**config.mk**
```make
export PLATFORM = sky130hd
export DESIGN_NAME = mcu_regport
export DESIGN_NICKNAME = d
export VERILOG_FILES = /design/src/rtl/mcu_regport_pkg.sv /design/src/rtl/mcu_regport_sync.sv /design/src/rtl/mcu_regport_lanes.sv /design/src/rtl/mcu_regport_coefs.sv /design/src/rtl/mcu_regport.sv
export SDC_FILE = /design/constraint.sdc
export NUM_CORES = 1
export LEC_CHECK = 0
export BUFFER_PORTS_ARGS = -buffer_cell sky130_fd_sc_hd__buf_2
export CAP_MARGIN = 10
export CORE_UTILIZATION = 60
export CTS_BUF_LIST = sky130_fd_sc_hd__clkbuf_8
export DETAILED_ROUTE_END_ITERATION = 8
export PLACE_DENSITY_LB_ADDON = 0.08
export SLEW_MARGIN = 20
export SYNTH_ARGS = -nofsm -noshare
export SYNTH_HDL_FRONTEND = slang
export SYNTH_SLANG_ARGS = --single-unit
```
**constraint.sdc**
```tcl
create_clock -name clk -period 3.6 [get_ports clk]
set_clock_uncertainty 0.05 [all_clocks]
set_input_delay 0.18 -clock clk [delete_from_list [all_inputs] [get_ports clk]]
set_output_delay 0.18 -clock clk [all_outputs]
set_load 0.02 [all_outputs]
```
**src/rtl/mcu_regport_pkg.sv**
```systemverilog
package mcu_regport_pkg;
  localparam int BUS_W  = 32;
  localparam int LANES  = BUS_W / 8;
  localparam int ADDR_W = 8;

  typedef enum logic [1:0] {
    BW8  = 2'd0,
    BW16 = 2'd1,
    BW32 = 2'd2
  } bus_mode_e;

  typedef struct packed {
    logic              cs_n;
    logic              wr_n;
    logic              rd_n;
    logic [ADDR_W-1:0] addr;
    logic [BUS_W-1:0]  data;
  } host_pins_t;

  function automatic bus_mode_e decode_mode(input logic [1:0] strap);
    if (strap[1])      return BW32;
    else if (strap[0]) return BW16;
    else               return BW8;
  endfunction

  function automatic logic [BUS_W-1:0] lane_bits(input logic [LANES-1:0] m);
    logic [BUS_W-1:0] r;
    for (int i = 0; i < LANES; i++) r[8*i +: 8] = {8{m[i]}};
    return r;
  endfunction
endpackage

```
**src/rtl/mcu_regport_sync.sv**
```systemverilog
module mcu_regport_sync
  import mcu_regport_pkg::*;
#(
  parameter int STAGES = 2
) (
  input  logic              clk,
  input  logic              rst,
  input  host_pins_t        pins_in,
  output logic              rd_active,
  output logic [ADDR_W-1:0] rd_addr,
  output logic              wr_pulse,
  output logic [ADDR_W-1:0] wr_addr,
  output logic [BUS_W-1:0]  wr_data
);
  localparam int PW = $bits(host_pins_t);
  localparam host_pins_t IDLE = '{cs_n: 1'b1, wr_n: 1'b1, rd_n: 1'b1, addr: '0, data: '0};

  logic [STAGES:0][PW-1:0] pipe;
  host_pins_t now_s, prev_s;

  always_ff @(posedge clk) begin
    if (rst) begin
      for (int s = 0; s <= STAGES; s++) pipe[s] <= IDLE;
    end else begin
      pipe[0] <= pins_in;
      for (int s = 1; s <= STAGES; s++) pipe[s] <= pipe[s-1];
    end
  end

  assign now_s  = host_pins_t'(pipe[STAGES-1]);
  assign prev_s = host_pins_t'(pipe[STAGES]);

  assign rd_active = !now_s.cs_n && !now_s.rd_n;
  assign rd_addr   = now_s.addr;
  assign wr_pulse  = now_s.wr_n && !prev_s.wr_n && !prev_s.cs_n;
  assign wr_addr   = prev_s.addr;
  assign wr_data   = prev_s.data;

  logic unused_bits;
  assign unused_bits = ^{now_s.data, prev_s.rd_n};

  p_pulse_single_r5: assert property (@(posedge clk) disable iff (rst)
    wr_pulse |=> !wr_pulse);
endmodule

```
**src/rtl/mcu_regport_lanes.sv**
```systemverilog
module mcu_regport_lanes
  import mcu_regport_pkg::*;
(
  input  logic             clk,
  input  logic             rst,
  input  bus_mode_e        mode,
  input  logic [1:0]       wr_lo,
  input  logic [BUS_W-1:0] bus_wdata,
  output logic [LANES-1:0] wr_mask,
  output logic [BUS_W-1:0] wr_word,
  input  logic [1:0]       rd_lo,
  input  logic [BUS_W-1:0] rd_word,
  output logic [BUS_W-1:0] bus_rdata
);
  localparam int HALF = BUS_W / 2;

  always_comb begin
    case (mode)
      BW32: begin
        wr_mask = '1;
        wr_word = bus_wdata;
      end
      BW16: begin
        wr_mask = wr_lo[1] ? 4'b1100 : 4'b0011;
        wr_word = {2{bus_wdata[HALF-1:0]}};
      end
      default: begin
        wr_mask = 4'b0001 << wr_lo;
        wr_word = {LANES{bus_wdata[7:0]}};
      end
    endcase
  end

  always_comb begin
    case (mode)
      BW32:    bus_rdata = rd_word;
      BW16:    bus_rdata = rd_lo[1] ? {{HALF{1'b0}}, rd_word[BUS_W-1:HALF]}
                                    : {{HALF{1'b0}}, rd_word[HALF-1:0]};
      default: bus_rdata = {{(BUS_W-8){1'b0}}, rd_word[8*rd_lo +: 8]};
    endcase
  end

  p_mask_shape_r2: assert property (@(posedge clk) disable iff (rst)
    ($countones(wr_mask) == 1) || ($countones(wr_mask) == 2) || ($countones(wr_mask) == 4));
endmodule

```
**src/rtl/mcu_regport_coefs.sv**
```systemverilog
module mcu_regport_coefs #(
  parameter int NUM = 32,
  parameter int W   = 24,
  localparam int NL = W / 8,
  localparam int IW = $clog2(NUM)
) (
  input  logic          clk,
  input  logic          rst,
  input  logic          clr_start,
  output logic          busy,
  input  logic [NL-1:0] h_we,
  input  logic [IW-1:0] h_widx,
  input  logic [W-1:0]  h_wdata,
  input  logic [IW-1:0] h_ridx,
  output logic [W-1:0]  h_rdata,
  input  logic [IW-1:0] d_ridx,
  output logic [W-1:0]  d_rdata
);
  localparam logic [IW-1:0] LAST = IW'(NUM - 1);

  logic          busy_q;
  logic [IW-1:0] cnt_q;

  always_ff @(posedge clk) begin
    if (rst) begin
      busy_q <= 1'b1;
      cnt_q  <= '0;
    end else if (busy_q) begin
      if (cnt_q == LAST) busy_q <= 1'b0;
      cnt_q <= cnt_q + 1'b1;
    end else if (clr_start) begin
      busy_q <= 1'b1;
      cnt_q  <= '0;
    end
  end
  assign busy = busy_q;

  generate
    for (genvar l = 0; l < NL; l++) begin : g_lane
      logic [7:0]    mem [NUM];
      logic [7:0]    hq, dq;
      logic          we;
      logic [IW-1:0] wa;
      logic [7:0]    wd;
      assign we = busy_q || h_we[l];
      assign wa = busy_q ? cnt_q : h_widx;
      assign wd = busy_q ? 8'h00 : h_wdata[8*l +: 8];
      always_ff @(posedge clk) begin
        if (we) mem[wa] <= wd;
        hq <= mem[h_ridx];
        dq <= mem[d_ridx];
      end
      assign h_rdata[8*l +: 8] = hq;
      assign d_rdata[8*l +: 8] = dq;
    end
  endgenerate

  p_wipe_span_r7: assert property (@(posedge clk) disable iff (rst)
    $fell(busy_q) |-> ($past(cnt_q) == LAST));
  p_wipe_start_r7: assert property (@(posedge clk) disable iff (rst)
    $rose(busy_q) |=> (cnt_q == IW'(1)));
endmodule

```
**src/rtl/mcu_regport.sv**
```systemverilog
module mcu_regport
  import mcu_regport_pkg::*;
#(
  parameter int          NUM_COEF    = 32,
  parameter int          COEF_W      = 24,
  parameter int          SYNC_STAGES = 2,
  parameter logic [7:0]  CTRL_RESET  = 8'h8B,
  parameter logic [19:0] THR_RESET   = 20'h76543,
  parameter logic [6:0]  DLY_FAST_RESET = 7'd107,
  parameter logic [6:0]  DLY_SLOW_RESET = 7'd43,
  parameter logic [4:0]  DLY_DOWN_RESET = 5'd21
) (
  input  logic        clk,
  input  logic        rst,
  input  logic [1:0]  bus_strap,
  input  logic        cs_n,
  input  logic        wr_n,
  input  logic        rd_n,
  input  logic [7:0]  addr,
  input  logic [31:0] data_in,
  output logic [31:0] data_out,
  output logic        data_oe,
  input  logic [31:0] stat_word,
  input  logic [31:0] match_word,
  output logic [7:0]  cfg_ctrl,
  output logic [19:0] cfg_match,
  output logic [6:0]  dly_fast,
  output logic [6:0]  dly_slow,
  output logic [4:0]  dly_down,
  input  logic [4:0]  coef_idx,
  output logic [23:0] coef_val,
  output logic        wipe_busy
);
  localparam int CIW = $clog2(NUM_COEF);
  localparam int WIW = ADDR_W - 3;
  localparam logic [BUS_W-1:0] THR_MASK = 32'h000F_FFFF;
  localparam logic [BUS_W-1:0] DLY_MASK = 32'h001F_7F7F;
  localparam logic [BUS_W-1:0] DLY_INIT = {11'd0, DLY_DOWN_RESET, 1'b0, DLY_SLOW_RESET, 1'b0, DLY_FAST_RESET};
  localparam logic [WIW-1:0] W_CTRL = WIW'(0);
  localparam logic [WIW-1:0] W_STAT = WIW'(1);
  localparam logic [WIW-1:0] W_THR  = WIW'(2);
  localparam logic [WIW-1:0] W_MEAS = WIW'(3);
  localparam logic [WIW-1:0] W_DLY  = WIW'(4);

  host_pins_t        pins_raw;
  logic              rd_active, wr_pulse;
  logic [ADDR_W-1:0] rd_addr, wr_addr;
  logic [BUS_W-1:0]  wr_data;
  bus_mode_e         mode;

  assign pins_raw = '{cs_n: cs_n, wr_n: wr_n, rd_n: rd_n, addr: addr, data: data_in};
  assign mode     = decode_mode(bus_strap);

  mcu_regport_sync #(.STAGES(SYNC_STAGES)) u_sync (
    .clk(clk), .rst(rst), .pins_in(pins_raw),
    .rd_active(rd_active), .rd_addr(rd_addr),
    .wr_pulse(wr_pulse), .wr_addr(wr_addr), .wr_data(wr_data)
  );

  logic [LANES-1:0] wr_mask;
  logic [BUS_W-1:0] wr_word, bm, rd_word, bus_rdata;
  logic [1:0]       rd_lo_q;

  mcu_regport_lanes u_lanes (
    .clk(clk), .rst(rst), .mode(mode),
    .wr_lo(wr_addr[1:0]), .bus_wdata(wr_data),
    .wr_mask(wr_mask), .wr_word(wr_word),
    .rd_lo(rd_lo_q), .rd_word(rd_word), .bus_rdata(bus_rdata)
  );
  assign bm = lane_bits(wr_mask);

  // register file
  logic [7:1]       ctrl_hi_q;
  logic [BUS_W-1:0] thr_q, dly_q;
  logic             busy;
  logic             wr_regs, wr_coef, clr_start;
  logic [WIW-1:0]   wr_widx;
  logic [BUS_W-1:0] ctrl_new;

  assign wr_widx   = wr_addr[ADDR_W-2:2];
  assign wr_regs   = wr_pulse && !wr_addr[ADDR_W-1];
  assign wr_coef   = wr_pulse &&  wr_addr[ADDR_W-1] && !busy;
  assign ctrl_new  = ({24'd0, ctrl_hi_q, 1'b1} & ~bm) | (wr_word & bm);
  assign clr_start = wr_regs && (wr_widx == W_CTRL) && wr_mask[0] && !wr_word[0];

  always_ff @(posedge clk) begin
    if (rst) begin
      ctrl_hi_q <= CTRL_RESET[7:1];
      thr_q     <= {12'd0, THR_RESET};
      dly_q     <= DLY_INIT;
    end else if (wr_regs) begin
      case (wr_widx)
        W_CTRL:  ctrl_hi_q <= ctrl_new[7:1];
        W_THR:   thr_q <= ((thr_q & ~bm) | (wr_word & bm)) & THR_MASK;
        W_DLY:   dly_q <= ((dly_q & ~bm) | (wr_word & bm)) & DLY_MASK;
        default: ;
      endcase
    end
  end

  logic [COEF_W-1:0] h_rdata;

  mcu_regport_coefs #(.NUM(NUM_COEF), .W(COEF_W)) u_coefs (
    .clk(clk), .rst(rst), .clr_start(clr_start), .busy(busy),
    .h_we(wr_coef ? wr_mask[COEF_W/8-1:0] : '0),
    .h_widx(wr_addr[CIW+1:2]), .h_wdata(wr_word[COEF_W-1:0]),
    .h_ridx(rd_addr[CIW+1:2]), .h_rdata(h_rdata),
    .d_ridx(coef_idx), .d_rdata(coef_val)
  );

  // read pipeline: stage A selects the word, stage B steers and drives
  logic             rd_act_q, rd_coef_q;
  logic [BUS_W-1:0] rd_reg_q;

  always_ff @(posedge clk) begin
    if (rst) begin
      rd_act_q  <= 1'b0;
      rd_coef_q <= 1'b0;
      rd_lo_q   <= '0;
      rd_reg_q  <= '0;
    end else begin
      rd_act_q  <= rd_active;
      rd_coef_q <= rd_addr[ADDR_W-1];
      rd_lo_q   <= rd_addr[1:0];
      case (rd_addr[ADDR_W-2:2])
        W_CTRL:  rd_reg_q <= {24'd0, ctrl_hi_q, !busy};
        W_STAT:  rd_reg_q <= stat_word;
        W_THR:   rd_reg_q <= thr_q;
        W_MEAS:  rd_reg_q <= match_word;
        W_DLY:   rd_reg_q <= dly_q;
        default: rd_reg_q <= '0;
      endcase
    end
  end

  assign rd_word = rd_coef_q ? BUS_W'(h_rdata) : rd_reg_q;

  always_ff @(posedge clk) begin
    if (rst) begin
      data_oe  <= 1'b0;
      data_out <= '0;
    end else begin
      data_oe  <= rd_act_q;
      data_out <= rd_act_q ? bus_rdata : '0;
    end
  end

  assign cfg_ctrl  = {ctrl_hi_q, !busy};
  assign cfg_match = thr_q[19:0];
  assign dly_fast  = dly_q[6:0];
  assign dly_slow  = dly_q[14:8];
  assign dly_down  = dly_q[20:16];
  assign wipe_busy = busy;

  logic unused_bits;
  assign unused_bits = ^{thr_q[31:20], dly_q[31:21], dly_q[15], dly_q[7], wr_word[31:24]};

  p_oe_needs_read_r6: assert property (@(posedge clk) disable iff (rst)
    data_oe |-> $past(rd_active, 2));
  p_ctrl_hold_r5: assert property (@(posedge clk) disable iff (rst)
    !(wr_regs && wr_widx == W_CTRL) |=> $stable(ctrl_hi_q));
  p_reserved_zero_r10: assert property (@(posedge clk) disable iff (rst)
    ((dly_q & ~DLY_MASK) == '0) && ((thr_q & ~THR_MASK) == '0));
  p_wipe_keeps_cfg_r8: assert property (@(posedge clk) disable iff (rst)
    (busy && !wr_regs) |=> ($stable(thr_q) && $stable(dly_q)));
endmodule

```
* After elaboration in Yosys (flattened, before gate mapping) *
Memories as Yosys holds them, arrays and structs flattened. A register that Yosys moved wholly into a read port is not among the register bits.
Cells that the tools add are included.

word-level totals
  register bits after elaboration = 250
  latch bits = 0
  memory bits (writable) = 768
  bits in read-only memories = 0
  output and inout port bits = 105
  logic and storage cells = 89
  memories = 3

operators by class
  add/sub/neg operators = 1
  multiply operators = 0
  div/mod/pow operators = 0
  magnitude comparators = 0
  equality and inequality tests = 9
  shift operators = 2
  muxes and demuxes = 25
  bitwise operators = 9
  reductions and logical operators = 26

memory list
  name                   words  width  rd ports  clocked after Yosys merged registers in  wr ports  line                     text
  u_coefs.g_lane[0].mem  32     8      2         2                                        1         mcu_regport_coefs.sv:40  logic [7:0] mem [NUM];
  u_coefs.g_lane[1].mem  32     8      2         2                                        1         mcu_regport_coefs.sv:40
  u_coefs.g_lane[2].mem  32     8      2         2                                        1         mcu_regport_coefs.sv:40

operators with widths
  operator            count
  $pmux 32 s5         1
  $pmux 32 s2         1
  $pmux 24 s2         1
  $and 21x21->21      2
  $mux 32             1
  $shiftx 32x6->8     1
  $mux 8              3
  $not 21->21         1
  $or 21x21->21       1
  $and 20x20->20      1
  $or 20x20->20       1
  $mux 16             1
  $eq 5x2->1 const B  3
  $mux 5              3
  $eq 5x3->1 const B  2
  $logic_not 5->1     2
  $mux 1              10
  $logic_and 1x1->1   9
  $and 8x8->8         1
  $or 8x8->8          1
  $logic_not 1->1     7
  $mux 3              2
  $pmux 3 s2          1
  $reduce_and 2->1    3
  other kinds (11)    13

* Depth between registers and ports, before layout *
  depth in word-level cells = 9
  depth in mapped cells = 8
  mapped depth without buffers = 6

* Hierarchy *
Synthesis repeated with hierarchy kept, for this count alone.

unflattened totals
  cells, all modules = 3764
  area, all modules = 48552.8 um2

modules (own cells, without submodules)
  module             instances  cells each  area each (um2)
  mcu_regport_coefs  1          2777        38772.2
  mcu_regport        1          514         4976.0
  mcu_regport_sync   1          320         3809.9
  mcu_regport_lanes  1          153         994.7

* Least setup slack after synthesis *
OpenSTA, ideal clock, no wires.

  path type = reg2reg
  start point = register u_coefs.busy_q, in the netlist u_coefs.busy
  end point = memory u_coefs.g_lane[0].mem[10][0] (enable)
  setup time = 383 ps
  arrival = 2215 ps
  data required time = 3167 ps
  setup slack = 952 ps
  cell stages (with the launch flop) = 7
  buffers on the path = 4
  cell sequence = dfxtp_1 clkbuf_1 buf_1 clkbuf_1 a21oi_1 clkbuf_1 nor3_1

between the ends
  word-level cells in the longest chain between the ends = 6

RTL lines
  what                          line                     text
  start: declaration            mcu_regport_coefs.sv:21  logic busy_q;
  start signal: assignment      mcu_regport_coefs.sv:26  busy_q <= 1'b1;
  start signal: assignment      mcu_regport_coefs.sv:29  if (cnt_q == LAST) busy_q <= 1'b0;
  start signal: assignment      mcu_regport_coefs.sv:32  busy_q <= 1'b1;
  $logic_not 1->1               mcu_regport.sv:82        assign wr_coef = wr_pulse && wr_addr[ADDR_W-1] && !busy;
  $logic_and 1x1->1             mcu_regport.sv:82
  $mux 3                        mcu_regport.sv:105       .h_we(wr_coef ? wr_mask[COEF_W/8-1:0] : '0),
  $logic_or 1x1->1              mcu_regport_coefs.sv:45  assign we = busy_q || h_we[l];
  $mux 1                        mcu_regport_coefs.sv:49  if (we) mem[wa] <= wd;
  $mux 1 (implied by the code)  mcu_regport_coefs.sv:49
  end: declaration              mcu_regport_coefs.sv:40

Several ways; a longest one is shown, not always the timed one.

* Worst setup path after layout *
  start point = register u_sync.pipe, in the netlist u_sync.now_s[36]
  end point = register rd_reg_q[4]

between the ends
  word-level cells in the longest chain between the ends = 2

RTL lines
  what                                      line                    text
  start: declaration                        mcu_regport_sync.sv:18  logic [STAGES:0][PW-1:0] pipe;
  $eq 5x3->1, or another cell as far along  mcu_regport.sv:125      case (rd_addr[ADDR_W-2:2])
  $pmux 32 s5 *                             mcu_regport.sv:125
  end signal: assignment                    mcu_regport.sv:126      W_CTRL: rd_reg_q <= {24'd0, ctrl_hi_q, !busy};
  end signal: assignment                    mcu_regport.sv:127      W_STAT: rd_reg_q <= stat_word;
  end signal: assignment                    mcu_regport.sv:128      W_THR: rd_reg_q <= thr_q;
  end: declaration                          mcu_regport.sv:113      logic [BUS_W-1:0] rd_reg_q;

Every way passes the cells marked *; elsewhere a longest branch is shown, timed or not.
A chain may end at the register's enable or synchronous reset.

==> results.txt <==
----------------------------------------------------
[Run status]
  Run status ... completed

[Drt]
  First drt pass iteration count ... 6
  Number of vias per cell ... 6.606
  Via count of the routed design ... 30.79k
  Drt initial violations ... 3407
  Total routed wirelength ... 134300 um
  Antenna Violating Nets Remaining ... 0
  WL per Instance ... roughly 29 um
  Drt drc ... 0

[Floorplanning]
  Total die area ... 76210 um^2
  Vertical die dimension ... 276.1 um
  Number of top-level pins ... 221
  Initial core utilization ... 60.63%
  Num rows ... 100
  Placeable core area ... between 70000 and 80000 um^2
  Die X ... 276.1 um

[Timing]
  Total setup violations reported at the end of the flow ... 0
  Maximum achievable frequency ... 0.3337 GHz
  Slack of the critical path ... 0.6031 ns
  Total Negative Setup Slacks ... 0 ns
  Min Tclk post-route ... 2.997 ns
  Final max-slew violation count ... 0
  Normalized max-slew margin ... roughly a third
  Unrepaired setup endpoints after global routing ... false
  Tcrit/Tclk final ... 83.25%
  Measured slew at the worst slew-check pin ... 0.9900 ns
  Final Hold Slack ... 0.06117 ns
  Final hold vios ... 0

[Finish]
  Layout net count ... 3662
  Syn-to-layout area delta ... 17.19%
  Share of the core filled with cells in the final layout ... 71.05%
  Share of layout cells above drive strength 1 ... 23.69%
  Final cell count without fillers ... 4661
  Post-route standard cell area excluding fillers ... 52810 um^2

[Placed design]
  Pre-CTS worst setup slack ... 0.8557 ns
  Global placement routability congestion ... approximately 0.9
  Count of buffers from port buffering ... 212
  Half-perimeter wire length after placement ... 88040 um
  Instance area after placement ... around 48000 um^2
  Cell count after placement ... 4208

[Setup path]
  Worst setup path category ... flip-flop to flip-flop
  Worst r2r src ... u_sync.now_s[36]$_SDFF_PP0_
  Setup slack of the worst register-to-register path ... a little over 0.6 ns
  Worst R2R Path Depth ... 6
  Endpoint required time on the critical path ... 4.25 ns
  Maximum fanout along the worst path ... 40
  Worst endpoint data arrival time ... approximately 3.7 ns
  Capture instance of the worst register-to-register path ... rd_reg_q[4]$_SDFF_PP0_
  Setup crit start kind ... flip-flop
  CP Capture Type ... flip-flop

[Worst hold path]
  Hold Path Depth ... 3
  Worst min path class ... input port to flip-flop
  Hold Crit Endpoint ... u_sync.pipe[42]$_SDFF_PP1_
  Startpoint of the lowest-slack hold path ... cs_n

[Pwr]
  Post-route total power ... about 25 mW
  Leakage power ... 19.44 nW
  Max VDD drop ... around 420 uV
  Cell area power density ... approximately 470 nW/um^2

[Synthesis]
  Synthesized Nets ... 3212
  Warnings from Yosys ... 0
  Number of storage elements in the synthesis netlist ... 1038
  Register area share after synthesis ... 63.17%
  Post-synthesis instance area ... 45060 um^2
  EDFF count, synth ... between 700 and 800
  Average footprint of a synthesized cell ... 14.56 um^2
  Share of flip-flops with an asynchronous set or reset ... 0%
  Synthesized instance count ... 3094
  Count of distinct cell types in the synthesized netlist ... 59
  Most instantiated flip-flop cell in the synthesis netlist ... sky130_fd_sc_hd__edfxtp_1

[CTS]
  TritonCTS clock tree ... yes
  Clock buffers created by TritonCTS ... 169
  Num Clock Sinks ... 1038
  CTS H-Tree Depth ... 4
  Buffers inserted during post-CTS setup optimization ... 0
  Buffers from clock root to sink, at most ... 3
  Insertion delay to the later sink of the worst-skew pair ... 0.84 ns
  Clock transition at the registers of the reported paths ... 0.06 ns
  Root cell of the clock tree ... sky130_fd_sc_hd__clkbuf_8

[GRT]
  Maximum number of pins on one net before global-route repair ... 96
  Initial antenna violation count ... 5
  First-pass GRT wire length ... 194900 um
  Total routing resource utilization after global routing ... 34.79%
  Via count of the first global-routing pass ... 30.94k
  Total congestion overflow after global routing ... 0

[Flow run]
  Max-cap violations ... 0

----------------------------------------------------
where the power goes:
part / leakage, nW / total (mW) / switching, mW / internal [mW]
combinational: 7.64 / 1.71 / 1.03 / 0.684
clock: 1.94 / 10.2 / 4.84 / 5.33
sequential: 9.86 / 13.1 / 0.204 / 12.9
layer usage:
metal  global-route usage, %  part of all wire, %  routed length (um)  vias to the layer above
met1                   44.07                   37               49930                    15545
met2                   58.10                   50               66750                     1772
met4                   17.55                  5.2                6927                        2
met5                       0               0.0097                  13                        -
met3                   6.017                  8.0               10710                      362
li1                        -                    -                   -                    13109
logic make-up after synthesis:
kind of cell | after synthesis | synth area share, %
mux | 670 | 19.54
fa+ha+maj | 2 | 0.05552
flops | 1038 | 63.17
compound gates | 519 | 7.797
simple gates | 612 | 7.011
buf+inv | 253 | 2.429
cells in the final DEF (no fill, tap or decap), types with 8 or more instances in the layout:
| cell type | count |
|---|---|
| sky130_fd_sc_hd__and4b_1 | 8 |
| sky130_fd_sc_hd__buf_12 | 12 |
| sky130_fd_sc_hd__nor2_2 | 13 |
| sky130_fd_sc_hd__mux2i_1 | 497 |
| sky130_fd_sc_hd__a22o_1 | 49 |
| sky130_fd_sc_hd__nand2_1 | 130 |
| sky130_fd_sc_hd__and2_1 | 26 |
| sky130_fd_sc_hd__a31oi_1 | 33 |
| sky130_fd_sc_hd__nor3_1 | 96 |
| sky130_fd_sc_hd__nor2b_1 | 105 |
| sky130_fd_sc_hd__edfxtp_1 | 768 |
| sky130_fd_sc_hd__o21ai_0 | 23 |
| sky130_fd_sc_hd__nor2_1 | 69 |
| sky130_fd_sc_hd__nand3_1 | 84 |
| sky130_fd_sc_hd__buf_2 | 210 |
| sky130_fd_sc_hd__dlygate4sd3_1 | 134 |
| sky130_fd_sc_hd__inv_1 | 63 |
| sky130_fd_sc_hd__buf_4 | 165 |
| sky130_fd_sc_hd__a21oi_1 | 113 |
| sky130_fd_sc_hd__o22ai_1 | 69 |
| sky130_fd_sc_hd__clkinv_2 | 19 |
| sky130_fd_sc_hd__dfxtp_1 | 265 |
| sky130_fd_sc_hd__nor3_2 | 24 |
| sky130_fd_sc_hd__a211oi_1 | 60 |
| sky130_fd_sc_hd__clkbuf_8 | 185 |
| sky130_fd_sc_hd__clkinv_1 | 36 |
| sky130_fd_sc_hd__mux4_2 | 167 |
| sky130_fd_sc_hd__or2_2 | 10 |
| sky130_fd_sc_hd__a22oi_1 | 142 |
worst max-delay path by stage:
stage | start | to | slack (ns) | cells after the start
finish | u_sync.now_s[36]$_SDFF_PP0_ | rd_reg_q[4]$_SDFF_PP0_ | 0.60 | 6
global route | u_sync.now_s[36]$_SDFF_PP0_ | rd_reg_q[4]$_SDFF_PP0_ | 0.54 | 6
CTS | u_sync.now_s[36]$_SDFF_PP0_ | rd_reg_q[4]$_SDFF_PP0_ | 0.68 | 6
detailed placement | bus_strap[0] | u_coefs.g_lane[1].mem[10][1]$_DFFE_PP_ | 0.86 | 5
global placement | u_coefs.busy$_SDFF_PP1_ | u_coefs.g_lane[2].mem[11][2]$_DFFE_PP_ | 0.69 | 5
floorplan | u_coefs.busy$_SDFF_PP1_ | u_coefs.g_lane[0].mem[10][0]$_DFFE_PP_ | 0.95 | 6
worst max-delay path: stages, from the launching register on:
cell                            delay [ns]
sky130_fd_sc_hd__dfxtp_4              0.54
sky130_fd_sc_hd__or3_1                0.56
sky130_fd_sc_hd__nor3b_4              0.20
sky130_fd_sc_hd__buf_4                0.35
sky130_fd_sc_hd__a22oi_1              0.15
sky130_fd_sc_hd__dlygate4sd3_1        0.61
sky130_fd_sc_hd__a31oi_1              0.36
registers in the layout, summed over array words and instances (netlist names), 5 cells and up, named ones only:
register            flops
data_out               32
u_coefs.cnt_q           5
u_coefs.g_lane.mem    768
u_coefs.g_lane.dq      24
u_coefs.g_lane.hq      24
u_sync.now_s           35
u_sync.pipe            35
u_sync.prev_s          33
rd_reg_q               32
final cells by class:
cell class | count | area, um^2
fill | 5013 | 21510
clock buffer | 185 | 2546
sequential | 1038 | 28480
inverter | 10 | 37.54
clock inverter | 131 | 852.1
timing repair buffer | 522 | 3886
multi-input combinational | 1803 | 15790
antenna | 3 | 7.507
tap | 969 | 1212
synth_stat cells (all sizes together) (49+ instances only):
cell type  count  area (um^2)
dfxtp        270         5405
mux2i        497         4975
buf          110        558.0
edfxtp       768        23060
a22oi        142         1066
nand2        132        498.0
mux4         167         3761
o22ai         69        431.7
clkbuf       133        499.2
a21oi        116        584.3
nor2          86        330.3
a211oi        60        450.4
nand3         84        420.4
a22o          49        429.2
nor3         120        605.6
nor2b        117        732.0
timing repair:
action / 4_1_cts / 5_1_grt
hold buffers: 134 / 0
hold endpoints to repair: 102 / 0
gates resized for setup: 0 / 0
Note: power is estimated with default switching activity, not from simulation.
